## src/rtl/pks_pkg.sv

```systemverilog
package pks_pkg;
  localparam int NUM_EV = 3;
  localparam int EV_START = 0;
  localparam int EV_STOP = 1;
  localparam int EV_END = 2;
  localparam int SMP_W = 16;
  localparam int WORD_W = 2 * SMP_W;

  typedef logic [NUM_EV-1:0] ev_vec_t;
endpackage

```

## src/rtl/pks_seq.sv

```systemverilog
module pks_seq #(
  parameter int AW = 16,
  parameter int CW = 16
) (
  input  logic          clk,
  input  logic          rst,
  input  logic          enable,
  input  logic          stereo_in,
  input  logic [AW-1:0] base_in,
  input  logic [CW-1:0] count_in,
  input  logic          start,
  input  logic          stop,
  input  logic          smp_valid,
  input  logic          wr_now,
  output logic          run,
  output logic          stereo_q,
  output logic          acc,
  output logic          last,
  output logic          halt,
  output logic          go,
  output pks_pkg::ev_vec_t ev,
  output logic [AW-1:0] mem_addr
);
  import pks_pkg::*;

  localparam logic [AW-1:0] STEP = AW'(4);
  localparam logic [CW-1:0] ONE  = CW'(1);

  logic          run_q;
  logic [CW-1:0] rem_q;
  logic [AW-1:0] addr_q;
  logic [AW-1:0] maddr_q;
  logic          zero_cnt;

  assign go       = start & enable & ~run_q;
  assign zero_cnt = (count_in == '0);
  assign acc      = run_q & smp_valid & ~stop;
  assign halt     = run_q & stop;
  assign last     = acc & (rem_q == ONE);

  always_comb begin
    ev           = '0;
    ev[EV_START] = go;
    ev[EV_STOP]  = halt;
    ev[EV_END]   = last | halt | (go & zero_cnt);
  end

  always_ff @(posedge clk) begin
    if (rst) begin
      run_q    <= 1'b0;
      rem_q    <= '0;
      addr_q   <= '0;
      maddr_q  <= '0;
      stereo_q <= 1'b0;
    end else begin
      if (go) begin
        run_q    <= ~zero_cnt;
        rem_q    <= count_in;
        addr_q   <= base_in;
        stereo_q <= stereo_in;
      end else begin
        if (last || halt) run_q <= 1'b0;
        if (acc) rem_q <= rem_q - ONE;
      end
      if (wr_now) begin
        maddr_q <= addr_q;
        addr_q  <= addr_q + STEP;
      end
    end
  end

  assign run      = run_q;
  assign mem_addr = maddr_q;

  assert_run_has_samples_R6: assert property (@(posedge clk) disable iff (rst)
    run_q |-> (rem_q != '0));
  assert_start_idle_R2: assert property (@(posedge clk) disable iff (rst)
    $rose(run_q) |-> $past(enable));
endmodule

```

## src/rtl/pks_pack.sv

```systemverilog
module pks_pack #(
  parameter int SW = 16
) (
  input  logic          clk,
  input  logic          rst,
  input  logic          stereo,
  input  logic          acc,
  input  logic          last,
  input  logic          halt,
  input  logic [SW-1:0] left,
  input  logic [SW-1:0] right,
  output logic          wr_now,
  output logic          half,
  output logic          mem_we,
  output logic [2*SW-1:0] mem_wdata
);
  localparam int WW = 2 * SW;

  logic          half_q;
  logic [SW-1:0] hold_q;
  logic [WW-1:0] word;
  logic          half_d;

  always_comb begin
    wr_now = 1'b0;
    word   = '0;
    half_d = half_q;
    if (stereo) begin
      if (acc) begin
        wr_now = 1'b1;
        word   = {right, left};
      end
    end else if (acc) begin
      if (half_q) begin
        wr_now = 1'b1;
        word   = {left, hold_q};
        half_d = 1'b0;
      end else if (last) begin
        wr_now = 1'b1;
        word   = {{SW{1'b0}}, left};
      end else begin
        half_d = 1'b1;
      end
    end else if (halt && half_q) begin
      wr_now = 1'b1;
      word   = {{SW{1'b0}}, hold_q};
      half_d = 1'b0;
    end
    if (halt) half_d = 1'b0;
  end

  always_ff @(posedge clk) begin
    if (rst) begin
      half_q    <= 1'b0;
      hold_q    <= '0;
      mem_we    <= 1'b0;
      mem_wdata <= '0;
    end else begin
      half_q <= half_d;
      if (acc && !stereo && !half_q) hold_q <= left;
      mem_we <= wr_now;
      if (wr_now) mem_wdata <= word;
    end
  end

  assign half = half_q;

  assert_stereo_no_half_R3: assert property (@(posedge clk) disable iff (rst)
    (stereo && !$past(half_q)) |-> !half_q);
  assert_mono_pair_R4: assert property (@(posedge clk) disable iff (rst)
    (mem_we && !stereo && $past(half_q) && !$past(halt)) |-> !half_q);
endmodule

```

## src/rtl/pks_evt.sv

```systemverilog
module pks_evt #(
  parameter int NE = 3
) (
  input  logic          clk,
  input  logic          rst,
  input  logic [NE-1:0] ev,
  input  logic [NE-1:0] clr,
  input  logic          set_we,
  input  logic [NE-1:0] set_bits,
  input  logic          clr_we,
  input  logic [NE-1:0] clr_bits,
  output logic [NE-1:0] flags,
  output logic [NE-1:0] mask,
  output logic          irq
);
  logic [NE-1:0] flag_q;
  logic [NE-1:0] mask_q;
  logic          irq_q;

  for (genvar i = 0; i < NE; i++) begin : g_bit
    always_ff @(posedge clk) begin
      if (rst) begin
        flag_q[i] <= 1'b0;
        mask_q[i] <= 1'b0;
      end else begin
        if (ev[i]) flag_q[i] <= 1'b1;
        else if (clr[i]) flag_q[i] <= 1'b0;
        if (clr_we && clr_bits[i]) mask_q[i] <= 1'b0;
        else if (set_we && set_bits[i]) mask_q[i] <= 1'b1;
      end
    end

    assert_flag_set_wins_R8: assert property (@(posedge clk) disable iff (rst)
      ev[i] |=> flag_q[i]);
  end

  always_ff @(posedge clk) begin
    if (rst) irq_q <= 1'b0;
    else     irq_q <= |(flag_q & mask_q);
  end

  assign flags = flag_q;
  assign mask  = mask_q;
  assign irq   = irq_q;
endmodule

```

## src/rtl/pdm_pack_seq.sv

```systemverilog
module pdm_pack_seq #(
  parameter int AW = 16,
  parameter int CW = 16
) (
  input  logic          clk,
  input  logic          rst,
  input  logic          cfg_enable,
  input  logic          cfg_stereo,
  input  logic [AW-1:0] cfg_base,
  input  logic [CW-1:0] cfg_count,
  input  logic          start_stb,
  input  logic          stop_stb,
  input  logic          smp_valid,
  input  logic [15:0]   smp_left,
  input  logic [15:0]   smp_right,
  output logic          mem_we,
  output logic [AW-1:0] mem_addr,
  output logic [31:0]   mem_wdata,
  input  logic [2:0]    evt_clr,
  output logic [2:0]    evt_flags,
  input  logic          int_set_we,
  input  logic [2:0]    int_set_bits,
  input  logic          int_clr_we,
  input  logic [2:0]    int_clr_bits,
  output logic [2:0]    int_mask,
  output logic          irq
);
  import pks_pkg::*;

  logic    run, stereo_q, acc, last, halt, go, wr_now, half;
  ev_vec_t ev;

  pks_seq #(.AW(AW), .CW(CW)) i_seq (
    .clk(clk), .rst(rst), .enable(cfg_enable), .stereo_in(cfg_stereo),
    .base_in(cfg_base), .count_in(cfg_count), .start(start_stb),
    .stop(stop_stb), .smp_valid(smp_valid), .wr_now(wr_now), .run(run),
    .stereo_q(stereo_q), .acc(acc), .last(last), .halt(halt), .go(go),
    .ev(ev), .mem_addr(mem_addr)
  );

  pks_pack #(.SW(SMP_W)) i_pack (
    .clk(clk), .rst(rst), .stereo(stereo_q), .acc(acc), .last(last),
    .halt(halt), .left(smp_left), .right(smp_right), .wr_now(wr_now),
    .half(half), .mem_we(mem_we), .mem_wdata(mem_wdata)
  );

  pks_evt #(.NE(NUM_EV)) i_evt (
    .clk(clk), .rst(rst), .ev(ev), .clr(evt_clr), .set_we(int_set_we),
    .set_bits(int_set_bits), .clr_we(int_clr_we), .clr_bits(int_clr_bits),
    .flags(evt_flags), .mask(int_mask), .irq(irq)
  );

  logic          chk_pv;
  logic [AW-1:0] chk_pa;
  always_ff @(posedge clk) begin
    if (rst || go) begin
      chk_pv <= 1'b0;
      chk_pa <= '0;
    end else if (mem_we) begin
      chk_pv <= 1'b1;
      chk_pa <= mem_addr;
    end
  end

  assert_addr_step_R5: assert property (@(posedge clk) disable iff (rst)
    (mem_we && chk_pv) |-> (mem_addr == chk_pa + AW'(4)));
  assert_write_while_running_R6: assert property (@(posedge clk) disable iff (rst)
    mem_we |-> $past(run));
  assert_idle_no_half_R7: assert property (@(posedge clk) disable iff (rst)
    !run |-> !half);
  assert_irq_needs_flag_R9: assert property (@(posedge clk) disable iff (rst)
    irq |-> $past(|evt_flags));
endmodule

```

## config.mk

```make
export PLATFORM = sky130hd
export DESIGN_NAME = pdm_pack_seq
export DESIGN_NICKNAME = d
export VERILOG_FILES = /design/src/rtl/pks_pkg.sv /design/src/rtl/pks_seq.sv /design/src/rtl/pks_pack.sv /design/src/rtl/pks_evt.sv /design/src/rtl/pdm_pack_seq.sv
export SDC_FILE = /design/constraint.sdc
export NUM_CORES = 1
export LEC_CHECK = 0
export CORE_MARGIN = 8
export CORE_UTILIZATION = 48
export DETAILED_ROUTE_END_ITERATION = 8
export HOLD_SLACK_MARGIN = 0.03
export PLACE_DENSITY = 0.8
export SYNTH_ARGS = -nofsm -noshare
export SYNTH_HDL_FRONTEND = slang
export SYNTH_SLANG_ARGS = --single-unit
export TNS_END_PERCENT = 20
```

## constraint.sdc

```tcl
create_clock -name clk -period 2.3 [get_ports clk]
set_input_delay 0.345 -clock clk [delete_from_list [all_inputs] [get_ports clk]]
set_output_delay 0.345 -clock clk [all_outputs]
set_load 0.02 [all_outputs]
```

==> results of run 1 <==
==> cell usage after synthesis (7+ instances only) <==
cell	instances
a21o_1	15
a21oi_1	60
a221oi_1	9
a221oi_2	10
a22o_1	15
a31oi_1	10
clkbuf_1	27
dfxtp_1	107
nand2_1	100
nand3_1	9
nor2_1	39
nor3_1	14
nor3_2	10
o211ai_1	9
o311ai_0	7
or3_1	7
==> area by class of cell <==
cell class / count / area [um2] / area share, %
Multi-Input combinational cell: 391 / 2420 / 36.5
Sequential cell: 107 / 2140 / 32.4
Timing Repair Buffer: 172 / 1670 / 25.2
Tap cell: 133 / 166 / 2.51
Clock buffer: 9 / 124 / 1.87
Clock inverter: 7 / 78.8 / 1.19
Inverter: 6 / 22.5 / 0.340
==> cell families (layout without fill, tap and decap cells) <==
logic type,after synthesis,in the layout
adders and majority gates,3,3
xor gates and xnor gates,1,1
AOI/OAI and AO/OA,168,168
and+or+nand+nor,219,219
DFF,107,107
buffers and inverters,46,194
==> state kept, by name, indices dropped and copies added (netlist names) <==
signal,cells
i_pack.hold_q,16
i_pack.mem_wdata,32
i_seq.addr_q,16
i_seq.stereo_q,1
i_evt.flags,3
i_seq.mem_addr,16
i_evt.mask,3
i_seq.run,1
i_pack.half,1
i_evt.irq,1
i_seq.rem_q,16
i_pack.mem_we,1
==> timing repair <==
item                                    in CTS  in global routing
hold endpoints to repair                     0                  0
endpoints found under the setup margin       0                  5
resized for setup                            0                  2
buffers inserted                             0                  1
==> power by group through the flow <==
stage / sequential, mW / clock, mW / combinational (mW)
4_1_cts: 1.96 / 1.18 / 0.504
5_1_grt: 1.97 / 1.25 / 0.546
3_3_place_gp: 2.00 / 0 / 0.487
2_1_floorplan: 2.00 / 0 / 0.214
6_report: 1.96 / 1.16 / 0.504
3_5_place_dp: 2.00 / 0 / 0.500
==> cell usage in the layout, fill, tap and decap left out, types with 2 or more instances in the layout <==
master,count
o31a_1,2
o211ai_1,9
nor2_1,38
or3_1,7
o2bb2a_1,2
a221oi_1,9
inv_1,6
nor2b_1,2
dfxtp_1,106
nand2b_1,3
a221o_1,2
or4_1,5
a31oi_1,10
nor4_1,5
a21o_1,15
buf_12,3
and3_1,6
o21ai_0,6
a22o_1,15
nor3_1,13
o311ai_0,7
a222oi_1,2
nand4_1,4
nand3_1,9
clkinv_8,2
clkbuf_8,9
a32oi_1,3
nor3_2,11
a221oi_2,10
buf_4,33
ha_1,3
a211oi_1,6
nor4_4,2
nand2_1,100
clkdlybuf4s50_1,136
a21oi_1,60
or2_2,4
nor3b_1,2
inv_6,4
==> worst max-delay path by stage <==
stage / startpoint / end / slack (ps) / cells past startpoint
3_3_place_gp: stop_stb / i_pack.mem_wdata[29] / -100 / 7
6_report: i_seq.rem_q[11] / i_seq.addr_q[12] / 150 / 7
3_5_place_dp: stop_stb / i_pack.mem_wdata[28] / -160 / 7
2_1_floorplan: i_seq.run / i_seq.addr_q[15] / 440 / 9
4_1_cts: i_seq.rem_q[0] / i_seq.addr_q[12] / 140 / 7
5_1_grt: i_seq.rem_q[1] / i_seq.addr_q[7] / 5 / 8
==> layer usage <==
metal	GRT usage, %	wire length (um)
met1	24.2	5780
met4	6.92	157
met3	5.11	1070
met2	34.0	6680
met5	0	0
==> stage by stage <==
stage | hold slack [ps] | cells | total power [mW]
CTS | 371 | 824 | 3.65
global route | 399 | 825 | 3.77
finish | 386 | 825 | 3.63
floorplan | 436 | 544 | 2.22
detailed placement | 439 | 808 | 2.50
global placement | 435 | 808 | 2.49
==> flow_summary_export.csv, run 1 <==
group,metric,value,unit
status,run_status,"completed",
setup_path,crit_path_max_incr_delay,510,ps
synth,synthesis.area,0.00475,mm2
synth,synth_simple_gate_area_share,23.2,%
cts,clk_pin_slew,120,ps
sta,share_of_the_clock_period_used_by_the_worst_path,93.3,%
floorplanning,core_area,0.00968,mm2
synth,synthFlopType,"dfxtp_1",
cts,root_buffer,"clkbuf_8",
synth,ys_seq_elements,107,
route,route.detailed.drc,0,
power,clkPwrFrac,32.1,%
power,irDropWorstVdd,0.311,mV
setup_path,crit-reg2reg-launch,"i_seq.rem_q[11]",
power,combinationalPowerShare,13.9,%
synth,postSynthCellCount,544,
setup_path,r2r_cells,7,
global_route,initial_antenna_violation_count,0,
place,dp_slack,-163,ps
setup_path,setup.reg_to_reg.worst_slack,150,ps
floorplanning,vertical_extent_of_the_die,115,um
place,io_buffer_count,137,
sta,final.setup.worst_slack,154,ps
cells_and_area,area_growth,39.4,%
cts,clock_tree.htree_level_count,3,
floorplanning,row_count,36,
synth,synth_fa_ha_area_share,0.790,%
cts,post_cts_hold_buffer_count,0,
place,cell_area_placed,0.00641,mm2
place,hpwlAfterDp,10200,um
sta,totalNegativeSetupSlack,0,ps
cells_and_area,layout.filler_cells,752,
setup_path,arrival,2460,ps
synth,dominant_combinational_cell_family_by_area_after_synthesis,"compound AO/OA/AOI/OAI gates",
floorplanning,dieArea,0.0133,mm2
cts,cts-buffers-inserted,9,
setup_path,cp.buffers_inverters,2,
synth,sequential_share_of_the_synthesized_area,45.1,%
synth,ys.warnings.count,0,
route,vias,4665,
sta,finalWorstPathRequiredPeriod,2150,ps
route,detail-route-antenna-nets,0,
cts,cts_tree,"done",
setup_path,timing.critical_path.from_type,"flop",
setup_path,critical_path.cell_chain,"nor4_1, buf_4, and4_2, a21boi_4, buf_12, or4_1, a31oi_1",
global_route,globalRouteOverflowTotal,0,
global_route,gr-usage-all-layers,20.1,%
synth,synth-compound-area-share,26.3,%
synth,post_synth_edffs,0,
synth,synthesis.area_per_instance,8.73,um2
cts,clock_latency,390,ps
synth,synth_nets,629,
power,pwr_density_cell,548,mW/mm2
sta,hold_viol_final,0,
sta,rsz0062_at_grt,"no",
route,drt_iter0_markers,273,
synth,yosys.area.top_type,"dfxtp_1",
sta,max_clock_freq,466,MHz
synth,ys_async_sr_fraction,0,%
place,finalWeightedCongestion,0.820,
floorplanning,num_io_pins,138,
worst_hold_path,hold-path-cell-count,2,
cts,cts_num_sinks,107,
setup_path,critical_path.reg2reg.endpoint,"i_seq.addr_q[12]",
power,total_switching_power,1.03,mW
cells_and_area,drive_gt1_share,12.9,%
setup_path,timing.critical_path.max_delay_family,"simple AND/OR/NAND/NOR gates",
synth,post_synthesis_share_of_cell_area_spent_on_xor_and_xnor_gates,0.184,%
setup_path,timing.critical_path.required,2610,ps
route,post_drt_via_cell_ratio,5.65,
cells_and_area,num-nets-final,772,
global_route,grt_first_pass_wirelength,22000,um
sta,report.final.setup_viol,0,
sta,clock_skew,23.3,ps
cells_and_area,stdcell_area,0.00662,mm2
global_route,first_global_vias,4636,
cells_and_area,final_antenna_diode_count,0,
power,leakagePower,2.52,nW
floorplanning,initial_core_util,49.0,%
setup_path,critPathSlowestCell,"or4_1",
setup_path,crit_fanout,38,
synth,synthDominantCellAreaShare,45.1,%
sta,slew_headroom,31.8,%
sta,drv_slew,0,
cts,cts_max_path_buffers,2,
power,power_switching_share,28.3,%
sta,worst_pin_slew,1020,ps
floorplanning,die_w,115,um
worst_hold_path,min-delay-start,"rst",
power,internal-power,2.60,mW
setup_path,timing.critical_path.to_type,"flop",
cells_and_area,final_core_utilization,68.4,%
synth,netlist-cell-type-count,55,
setup_path,criticalPathCategory,"reg2reg",
power,seq_power_share,54.1,%
synth,synth_top_cells_by_area,"dfxtp_1 (45%), nand2_1 (7.9%), a21oi_1 (6.3%)",
synth,synth.mux.area_fraction,0,%
route,routedWlPerCell,16.6,um
worst_hold_path,timing.hold.worst.class,"in2reg",
worst_hold_path,worstHoldEndpoint,"i_seq.mem_addr[12]",
global_route,grt_start_max_net_pins,39,
route,wirelength,13700,um
route,drt_pass1_iterations,4,
job,drv.max_cap_violation_count,0,
(Power assumes the default switching activity.)
==> run 2, diff against run 1 <==
--- a/config.mk
+++ b/config.mk
@@ -5,7 +5,8 @@
 export SDC_FILE = /design/constraint.sdc
 export NUM_CORES = 1
 export LEC_CHECK = 0
-export CORE_MARGIN = 8
+export CAP_MARGIN = 10
+export CORE_MARGIN = 5
 export CORE_UTILIZATION = 48
 export DETAILED_ROUTE_END_ITERATION = 8
 export HOLD_SLACK_MARGIN = 0.03
==> flow_summary_export.csv, run 2 (same netlist as run 1, synthesis figures left out) <==
group,metric,value,unit
cts,cts_max_path_buffers,2,
floorplanning,num_io_pins,138,
setup_path,crit_fanout,34,
setup_path,cp.buffers_inverters,2,
cells_and_area,max_ffs_per_register,32,
sta,clock_skew,10.7,ps
route,post_drt_via_cell_ratio,5.62,
setup_path,timing.critical_path.required,2600,ps
power,p_total,3.55,mW
setup_path,critical_path.cell_chain,"nor4_4, buf_4, and4_1, a21boi_4, buf_12, or4_1, a31oi_1",
cts,cts_tree,"done",
floorplanning,dieArea,0.0120,mm2
floorplanning,vertical_extent_of_the_die,109,um
cells_and_area,registers.top_by_ff_count,"i_pack.mem_wdata",
sta,share_of_the_clock_period_used_by_the_worst_path,95.1,%
route,drt_pass1_iterations,5,
worst_hold_path,min-delay-start,"rst",
cts,clock_tree.htree_level_count,3,
route,route.detailed.drc,0,
cts,clk_pin_slew,110,ps
global_route,initial_antenna_violation_count,0,
cells_and_area,layout.filler_cells,799,
sta,hold_viol_final,0,
power,leakagePower,2.52,nW
cells_and_area,final_antenna_diode_count,0,
global_route,globalRouteOverflowTotal,0,
sta,finalHoldWorstSlack,406,ps
sta,drv_slew,0,
worst_hold_path,timing.hold.worst.class,"in2reg",
setup_path,timing.critical_path.from_type,"flop",
route,wirelength,13400,um
cts,root_buffer,"clkbuf_8",
setup_path,timing.critical_path.to_type,"flop",
cts,post_cts_hold_buffer_count,0,
setup_path,critPathSlowestCell,"or4_1",
global_route,gr-usage-all-layers,22.4,%
floorplanning,core_area,0.00973,mm2
setup_path,arrival,2490,ps
route,vias,4655,
sta,slew_headroom,54.7,%
route,detail-route-antenna-nets,0,
place,hpwlAfterDp,9770,um
setup_path,criticalPathCategory,"reg2reg",
cells_and_area,drive_gt1_share,13.2,%
floorplanning,row_count,36,
global_route,grt_first_pass_wirelength,21800,um
setup_path,worst_setup_path_startpoint,"i_seq.rem_q[9]",
cts,clock_latency,370,ps
place,io_buffer_count,137,
cts,cts_num_sinks,107,
cells_and_area,layout_commonest_cell,"clkdlybuf4s50_1",
cells_and_area,final_cell_mix,"clkdlybuf4s50_1 (136), dfxtp_1 (107), nand2_1 (100), a21oi_1 (60)",
sta,finalWorstPathRequiredPeriod,2190,ps
route,routedWlPerCell,16.2,um
floorplanning,die_w,109,um
sta,max_clock_freq,457,MHz
global_route,first_global_vias,4590,
power,irDropWorstVdd,0.261,mV
route,drt_iter0_markers,267,
setup_path,timing.critical_path.max_delay_family,"simple AND/OR/NAND/NOR gates",
floorplanning,initial_core_util,48.8,%
cts,cts-buffers-inserted,9,
global_route,grt_start_max_net_pins,53,
power,pwr_density_cell,537,mW/mm2
place,finalWeightedCongestion,0.809,
setup_path,crit-reg2reg-launch,"i_seq.rem_q[9]",
setup_path,crit_path_max_incr_delay,510,ps
job,drv.max_cap_violation_count,0,
sta,worst_pin_slew,678,ps
sta,report.final.setup_viol,0,
cells_and_area,num-nets-final,775,
status,run_status,"completed",
sta,rsz0062_at_grt,"no",
cells_and_area,area_growth,39.4,%
sta,totalNegativeSetupSlack,0,ps
run 2: cell types whose count changed in the layout (fill, tap and decap cells not counted), moves of 2 or more:
cell | previous run | this run
buf_4 | 33 | 36
clkinv_2 | 0 | 2
clkinv_4 | 0 | 2
clkinv_8 | 2 | 0
inv_6 | 4 | 2
nor2_1 | 38 | 36
nor2_2 | 1 | 3
run 2: area by class of cell:
class	instances	area, um2	area share, %
Sequential cell	107	2140	32.4
Tap cell	133	166	2.51
Clock buffer	9	124	1.87
Timing Repair Buffer	175	1690	25.6
Clock inverter	7	52.6	0.794
Multi-Input combinational cell	391	2420	36.6
Inverter	6	22.5	0.340
run 2: report_power, final:
| part | leakage (nW) | switching (mW) | internal (mW) |
|---|---|---|---|
| sequential | 0.867 | 0.0527 | 1.90 |
| combinational | 1.56 | 0.245 | 0.274 |
| clock | 0.0900 | 0.674 | 0.402 |
run 2: worst paths after layout:
path,end,slack (ps),depth (start not counted)
worst min-delay path,i_seq.run,410,2
worst min register to register,i_seq.mem_addr[8],460,2
worst max-delay path,i_seq.addr_q[7],110,7
worst max register to register,i_seq.addr_q[7],110,7
run 2: what timing repair did:
item                                    4_1_cts  5_1_grt
buffers inserted                              2        1
cloned                                        0        0
pin swaps                                     1        1
hold endpoints to repair                      0        0
resized for setup                             0        2
endpoints found under the setup margin       16       18
run 2: worst register-to-register path, stage by stage (launching register included):
cell	delay, ps
dfxtp_1	360
nor4_4	360
buf_4	180
and4_1	260
a21boi_4	90
buf_12	170
or4_1	520
a31oi_1	190
run 2: per-stage QoR:
| step | cells | worst slack (ps) | utilization (%) | cell area [um2] |
|---|---|---|---|---|
| 2_1_floorplan | 544 | 435 | - | 4750 |
| 3_3_place_gp | 809 | -454 | 65.9 | 6420 |
| 3_5_place_dp | 809 | -584 | 65.9 | 6420 |
| 4_1_cts | 827 | 26.9 | 67.9 | 6610 |
| 5_1_grt | 828 | 6.39 | 68.0 | 6620 |
| 6_report | 828 | 113 | 68.0 | 6620 |
run 2: per-layer routing:
metal  share of wire (%)  GRT usage, %  vias up
met5                   0             0        -
met4                 1.4          7.21        0
met3                 6.6          4.70       17
met1                  43          29.0     2197
met2                  49          37.2      157
li1                    -             -     2284
==> run 3, diff against run 2 <==
--- a/config.mk
+++ b/config.mk
@@ -7,10 +7,10 @@
 export LEC_CHECK = 0
 export CAP_MARGIN = 10
 export CORE_MARGIN = 5
-export CORE_UTILIZATION = 48
+export CORE_UTILIZATION = 43
 export DETAILED_ROUTE_END_ITERATION = 8
 export HOLD_SLACK_MARGIN = 0.03
-export PLACE_DENSITY = 0.8
+export PLACE_DENSITY = 0.75
 export SYNTH_ARGS = -nofsm -noshare
 export SYNTH_HDL_FRONTEND = slang
 export SYNTH_SLANG_ARGS = --single-unit
==> constraint.sdc (replaced) <==
create_clock -name clk -period 1.86 [get_ports clk]
set_input_delay 0.279 -clock clk [delete_from_list [all_inputs] [get_ports clk]]
set_output_delay 0.279 -clock clk [all_outputs]
set_load 0.02 [all_outputs]
==> flow_summary_export.csv, run 3 (same netlist as run 1, synthesis figures left out) <==
group,metric,value,unit
status,run_status,"finished, violations left",
status,failed_checks,"setup timing",
sta,rsz0062_at_grt,"yes",
sta,share_of_the_clock_period_used_by_the_worst_path,103,%
setup_path,timing.critical_path.required,2160,ps
setup_path,crit_fanout,6,
floorplanning,die_w,115,um
cts,cts_max_path_buffers,2,
floorplanning,dieArea,0.0132,mm2
global_route,globalRouteOverflowTotal,0,
floorplanning,initial_core_util,43.8,%
floorplanning,row_count,38,
sta,worst_pin_slew,704,ps
place,cell_area_placed,0.00664,mm2
route,drt_iter0_markers,177,
place,dpl.cell_count,841,
cts,cts_num_sinks,107,
sta,drv_slew,0,
setup_path,arrival,2220,ps
setup_path,setup.reg_to_reg.worst_slack,-60,ps
cells_and_area,drive_gt1_share,22.1,%
setup_path,criticalPathCategory,"reg2reg",
cts,post_cts_hold_buffer_count,0,
global_route,grt_start_max_net_pins,34,
floorplanning,core_area,0.0108,mm2
cells_and_area,registers.top_by_ff_count,"i_pack.mem_wdata",
sta,report.final.setup_viol,13,
cells_and_area,instances_no_fill,879,
setup_path,crit-reg2reg-launch,"i_seq.rem_q[9]",
sta,hold_viol_final,0,
place,io_buffer_count,137,
cells_and_area,num-nets-final,818,
sta,finalHoldWorstSlack,261,ps
cts,clk_pin_slew,110,ps
setup_path,worst_setup_path_startpoint,"i_seq.rem_q[9]",
sta,slew_headroom,53.0,%
cells_and_area,final_cell_mix,"clkdlybuf4s50_1 (134), dfxtp_1 (103), nand2_1 (100), a21oi_1 (58), buf_4 (58)",
power,pwr_density_cell,632,mW/mm2
setup_path,r2r_cells,7,
cells_and_area,stdcell_area,0.00743,mm2
setup_path,critical_path.reg2reg.endpoint,"i_seq.addr_q[5]",
worst_hold_path,timing.hold.worst.class,"in2reg",
route,wirelength,14700,um
route,vias,4842,
setup_path,endpoint,"i_seq.addr_q[5]",
place,dp_slack,-950,ps
floorplanning,num_io_pins,138,
cts,clock_tree.htree_level_count,3,
sta,clock_skew,15.2,ps
job,drv.max_cap_violation_count,0,
sta,final.setup.worst_slack,-57.5,ps
setup_path,timing.critical_path.to_type,"flop",
sta,finalWorstPathRequiredPeriod,1920,ps
global_route,first_global_vias,4762,
route,routedWlPerCell,16.7,um
global_route,grt_first_pass_wirelength,23300,um
global_route,initial_antenna_violation_count,1,
route,post_drt_via_cell_ratio,5.51,
global_route,gr-usage-all-layers,21.4,%
floorplanning,vertical_extent_of_the_die,115,um
cells_and_area,area_growth,56.4,%
cells_and_area,max_ffs_per_register,32,
cts,cts-buffers-inserted,9,
route,detail-route-antenna-nets,0,
cells_and_area,final_core_utilization,68.5,%
sta,max_clock_freq,522,MHz
power,irDropWorstVdd,0.356,mV
place,hpwlAfterDp,10100,um
cts,root_buffer,"clkbuf_8",
power,leakagePower,2.86,nW
sta,totalNegativeSetupSlack,-422,ps
route,route.detailed.drc,0,
cts,cts_tree,"done",
route,drt_pass1_iterations,6,
power,p_total,4.69,mW
cts,clock_latency,370,ps
place,finalWeightedCongestion,0.821,
setup_path,timing.critical_path.from_type,"flop",
cells_and_area,layout_commonest_cell,"clkdlybuf4s50_1",
-- run 3: changes by cell type in the layout (fill, tap and decap cells not counted), sizes merged --
cell / change
a21boi: +2
diode: +1
dlygate4sd2: +1
clkinv: -1
buf: +37
bufinv: +1
clkdlybuf4s50: -2
clkbuf: +4
dlymetal6s2s: +1
-- run 3: timing repair --
| action | 4_1_cts | 5_1_grt |
|---|---|---|
| setup endpoints to repair | 64 | 69 |
| pin swaps | 12 | 48 |
| cloned | 3 | 5 |
| gates resized for setup | 21 | 46 |
| buffers inserted | 11 | 6 |
-- run 3: cell type report --
cell class | count | area, um2
antenna | 1 | 2.50
clock buffer | 9 | 124
clock inverter | 7 | 86.3
fill | 854 | 3410
inverter | 6 | 22.5
multi-input combinational | 393 | 2690
sequential | 107 | 2150
tap | 140 | 175
timing repair buffer | 216 | 2180
-- run 3: critical path, stage by stage, from the launching register on --
cell and delay, ps:
dfxtp_4 370, nor4_4 300, buf_4 160, and4_4 290, a21boi_4 120, clkbuf_16 170, or3_1 300, a31oi_1 120
-- run 3: metal layers --
metal,part of all wire (%),global-route usage (%),up-vias
met5,0,0,-
met4,0.91,4.93,0
met3,5.7,4.21,12
met2,50,36.2,148
met1,44,28.3,2296
li1,-,-,2386
-- run 3: power breakdown --
part	switching, mW	total [mW]	internal [mW]
clock network	0.837	1.49	0.648
registers	0.0564	2.41	2.36
logic	0.367	0.795	0.429
-- run 3: worst min-delay path by stage --
stage,cells past startpoint,end,from,slack [ps]
after floorplan,1,i_evt.mask[2],int_clr_bits[2],370
after global placement,1,i_pack.mem_wdata[30],i_pack.mem_wdata[30],430
after detailed placement,1,i_pack.mem_wdata[16],i_pack.mem_wdata[16],440
after CTS,2,i_seq.addr_q[4],rst,260
after global routing,2,i_seq.mem_addr[3],rst,260
final,2,i_seq.mem_addr[3],rst,260
